File: src/rtl/irq_chain_pkg.sv
package irq_chain_pkg;

  // Vector word assigned to a stage: base plus index times stride.
  function automatic logic [31:0] stage_vector(input logic [31:0] base,
                                               input logic [31:0] stride,
                                               input int unsigned idx);
    return base + stride * idx;
  endfunction

endpackage

File: src/rtl/irq_edge_latch.sv
module irq_edge_latch #(
  parameter int N_STAGES = 8
) (
  input  logic                clk,
  input  logic                rst_n,
  input  logic [N_STAGES-1:0] src_i,
  input  logic [N_STAGES-1:0] clr_i,
  output logic [N_STAGES-1:0] pend_o,
  output logic [N_STAGES-1:0] rise_o
);
  logic [N_STAGES-1:0] src_q;
  logic [N_STAGES-1:0] pend_q;

  assign rise_o = src_i & ~src_q;
  assign pend_o = pend_q;

  always_ff @(posedge clk) begin
    if (!rst_n) begin
      src_q  <= '0;
      pend_q <= '0;
    end else begin
      src_q  <= src_i;
      // A fresh edge wins over the clear of the same stage.
      pend_q <= rise_o | (pend_q & ~clr_i);
    end
  end
endmodule

File: src/rtl/irq_ack_chain.sv
module irq_ack_chain #(
  parameter int          N_STAGES   = 8,
  parameter int          VEC_W      = 8,
  parameter logic [31:0] VEC_BASE   = 32'h20,
  parameter logic [31:0] VEC_STRIDE = 32'h4
) (
  input  logic                pend_i [N_STAGES],
  input  logic                ack_i,
  output logic [N_STAGES-1:0] grant_o,
  output logic                ack_tail_o,
  output logic [VEC_W-1:0]    vec_o
);
  import irq_chain_pkg::*;

  logic ack_c [N_STAGES+1];
  logic [VEC_W-1:0] stage_vec [N_STAGES];

  assign ack_c[0] = ack_i;

  for (genvar g = 0; g < N_STAGES; g++) begin : g_stage
    assign stage_vec[g]  = VEC_W'(stage_vector(VEC_BASE, VEC_STRIDE, g));
    assign grant_o[g]    = ack_c[g] & pend_i[g];
    assign ack_c[g+1]    = ack_c[g] & ~pend_i[g];
  end

  assign ack_tail_o = ack_c[N_STAGES];

  always_comb begin
    vec_o = '0;
    for (int i = 0; i < N_STAGES; i++) begin
      if (grant_o[i]) vec_o = vec_o | stage_vec[i];
    end
  end
endmodule

File: src/rtl/irq_daisy_chain.sv
module irq_daisy_chain #(
  parameter int          N_STAGES   = 8,
  parameter int          VEC_W      = 8,
  parameter logic [31:0] VEC_BASE   = 32'h20,
  parameter logic [31:0] VEC_STRIDE = 32'h4
) (
  input  logic                clk,
  input  logic                rst_n,
  input  logic [N_STAGES-1:0] src_i,
  input  logic                int_ack_i,
  output logic                int_req_o,
  output logic [VEC_W-1:0]    vec_o,
  output logic                vec_valid_o,
  output logic                spurious_o
);
  // Named internal events, observed by the bound checker.
  logic [N_STAGES-1:0] pend_w;
  logic [N_STAGES-1:0] rise_w;
  logic [N_STAGES-1:0] grant_w;
  logic                ack_tail_w;
  logic                pend_arr [N_STAGES];

  irq_edge_latch #(.N_STAGES(N_STAGES)) u_latch (
    .clk    (clk),
    .rst_n  (rst_n),
    .src_i  (src_i),
    .clr_i  (grant_w),
    .pend_o (pend_w),
    .rise_o (rise_w)
  );

  for (genvar g = 0; g < N_STAGES; g++) begin : g_unpack
    assign pend_arr[g] = pend_w[g];
  end

  irq_ack_chain #(
    .N_STAGES   (N_STAGES),
    .VEC_W      (VEC_W),
    .VEC_BASE   (VEC_BASE),
    .VEC_STRIDE (VEC_STRIDE)
  ) u_chain (
    .pend_i     (pend_arr),
    .ack_i      (int_ack_i),
    .grant_o    (grant_w),
    .ack_tail_o (ack_tail_w),
    .vec_o      (vec_o)
  );

  assign int_req_o   = |pend_w;
  assign vec_valid_o = |grant_w;
  assign spurious_o  = ack_tail_w;
endmodule

File: config.mk
export PLATFORM = sky130hd
export DESIGN_NAME = irq_daisy_chain
export DESIGN_NICKNAME = d
export VERILOG_FILES = /design/src/rtl/irq_chain_pkg.sv /design/src/rtl/irq_edge_latch.sv /design/src/rtl/irq_ack_chain.sv /design/src/rtl/irq_daisy_chain.sv
export SDC_FILE = /design/constraint.sdc
export NUM_CORES = 1
export LEC_CHECK = 0
export BUFFER_PORTS_ARGS = -buffer_cell sky130_fd_sc_hd__clkbuf_2
export CORE_MARGIN = 2
export CORE_UTILIZATION = 37
export DETAILED_ROUTE_END_ITERATION = 8
export PLACE_DENSITY = 0.66
export SLEW_MARGIN = 0
export SYNTH_ARGS = -nofsm -noshare
export SYNTH_HDL_FRONTEND = slang
export SYNTH_SLANG_ARGS = --single-unit
File: constraint.sdc
create_clock -name clk -period 1.7 [get_ports clk]
set_input_delay 0.085 -clock clk [delete_from_list [all_inputs] [get_ports clk]]
set_output_delay 0.085 -clock clk [all_outputs]
set_load 0.05 [all_outputs]
==> results.md <==
* CTS H-Tree Depth at 1
* Synth async-reset ratio at 0%
* Synth unique cells at 23
* Pwr Density at 903.4 mW/mm^2
* Final WL at 1.397 mm
* CTS tree: yes
* Worst-path clk slew at 0.08 ns
* WS Path Type: flop to output pin
* Final Setup Violations at 0
* DR iter-0 viols at 8
* Post-synth EDFFs at 0
* Nets at 119
* Die ar. at 0.002151 mm^2
* Row count at 15
* P&R area growth vs syn at 44.82%
* Syn Area/Cell at 8.628 um^2
* Final hold violations at 0
* ANT nets after route at 0
* Maxcap violations at 0
* GRT Total Usage at 13.71%
* Global-route wire length before repair at 2.056 mm
* Synthesized area at 664.4 um^2
* Final Critical Period at 1.679 ns
* Synth area leader: dfxtp_1
* CTS Buffer Depth at 2
* Post-synthesis sequential area ratio at 48.21%
* Num Clock Sinks at 16
* Share of cells above drive strength 1 at 40.57%
* Drt drc at 0
* Top post-synthesis cells by area: dfxtp_1 (48%), and2_1 (8.5%), buf_4 (4.5%), inv_1 (4.5%), a21oi_1 (3.8%)
* CP max FO at 3
* Main synth FF type: dfxtp_1
* Required @ worst endpoint at 1.62 ns
* Period utilization at 98.77%
* Final WS setup at 0.02095 ns
* P_leak at 0.4401 nW
* Largest net degree at the start of global routing at 18
* Fmax at 595.6 MHz
* Diodes inserted at 0
* Vias at 607
* Max Transition Viols Final at 0
* Vias/cell at 4.634
* Power consumption at 0.8692 mW
* Top Ports at 22
* First-pass iteration count of the detailed router at 4
* Hold Path Origin: src_i[1]
* Die width at 46.38 um
* Hold Crit Class: input port to flop
* Clk_skew at 0.003059 ns
* Number of global-route vias before repair at 491
* Yosys top cell area share at 48.21%
* Initial core utilization at 38.90%
* Startpoint Class: flop
* Maximum vdd drop at 0.5673 mV
* Setup slack at placement at 0.1068 ns
* Initial antenna violation count at 0
* Clk Tree Root Cell: clkbuf_4
* Synth warnings at 0
* Die Height at 46.38 um
* Max stage delay on crit path at 0.45 ns
* Crit. Startpoint: u_latch.pend_o[2]
* CP arrival at 1.59 ns
* Yosys reg bits at 16
* Grt ovf at 0
* Post-DP HPWL at 913 um
* Reg2reg start: u_latch.pend_o[2]
* Critical path capture point type: output pin
* Most frequent cells in the layout: clkbuf_2 (12), dfxtp_1 (12), and2_1 (9), inv_1 (8), buf_4 (8)
* Unrepaired setup endpoints after global routing: true
* Routed WL per cell at 10.66 um
* # fillers at 162
* Post-synthesis instance total at 77
* R2R Setup Slk at 0.31 ns
* Final RePlAce weighted congestion at 0.8204
* Slowest-stage cell, CP: or4_4
* Delay-heaviest family, CP: simple AND/OR/NAND/NOR gates
* Total CTS buffers at 3
* IO Port Bufs at 17
* Status: finished clean
* Worst skew pair latency at 0.28 ns
* Buf+Inv Stages, Crit Path at 1
* CP cell instances: or2_4, or4_4, o22ai_4, buf_8
* CORE AREA at 0.001708 mm^2
-- what timing repair did --
action                     CTS  global route
resized for setup           12            10
hold endpoints to repair     3             0
buffers inserted             2             4
hold buffers                 3             0
setup endpoints to repair    6             6
pin swaps                    3             0
-- path summary, 6_finish.rpt --
check                                          to  depth (start not counted)
worst min-delay path             u_latch.src_q[1]                          2
worst min register to register  u_latch.pend_o[4]                          1
worst max register to register  u_latch.pend_o[5]                          3
worst max-delay path                     vec_o[2]                          4
-- logic make-up (layout without fill, tap and decap cells) --
family	count (synthesis)	after routing	synth area share [%]
AND/OR/NAND/NOR	32	32	27.87
flip-flops	16	16	48.21
buffers and inverters	13	39	9.604
AO/OA/AOI/OAI	15	15	13.75
other	1	4	0.5644
-- cells in the mapped netlist (2+ instances only) --
| library cell | number |
|---|---|
| a21oi_1 | 5 |
| and2_1 | 9 |
| buf_4 | 4 |
| dfxtp_1 | 16 |
| inv_1 | 8 |
| nand2_1 | 6 |
| nand2b_1 | 2 |
| nor2_1 | 3 |
| nor2b_1 | 4 |
| nor4_1 | 2 |
| o21ai_0 | 3 |
| o22ai_1 | 4 |
-- power breakdown --
| group | internal, mW | switching [mW] |
|---|---|---|
| logic | 0.106 | 0.146 |
| clock network | 0.0822 | 0.108 |
| registers | 0.403 | 0.0240 |
-- metrics by stage --
| step | setup TNS [ns] | instance area (um^2) | hold WS (ns) | cells | utilization (%) |
|---|---|---|---|---|---|
| floorplan | -0.05066 | 686.9 | 0.1916 | 80 | - |
| global placement | 0 | 784.5 | 0.2828 | 119 | 45.93 |
| detailed placement | 0 | 784.5 | 0.2864 | 119 | 45.93 |
| CTS | -0.001229 | 892.1 | 0.006927 | 127 | 52.23 |
| global route | -0.07693 | 962.2 | 0.005152 | 131 | 56.34 |
| finish | 0 | 962.2 | 0.01579 | 131 | 56.34 |
-- layout make-up --
type | count | area (um^2) | area share (%)
timing repair buffer | 28 | 201.4 | 20.94
clock buffer | 3 | 22.52 | 2.341
sequential | 16 | 327.8 | 34.07
multi-input combinational | 51 | 349.1 | 36.28
tap | 25 | 31.28 | 3.251
inverter | 8 | 30.03 | 3.121
-- metal layers --
metal / track usage [%] / routed length (um) / vias up
met3: 5.882 / 84 / 0
met1: 15.64 / 581 / 280
met5: 0 / 0 / -
met4: 3.429 / 0 / 0
met2: 23.33 / 731 / 22
li1: - / - / 305
-- sequential cells by signal (all words and copies together) (netlist names) --
register	count
u_latch.src_q	8
u_latch.pend_o	8
(Power assumes the default switching activity.)
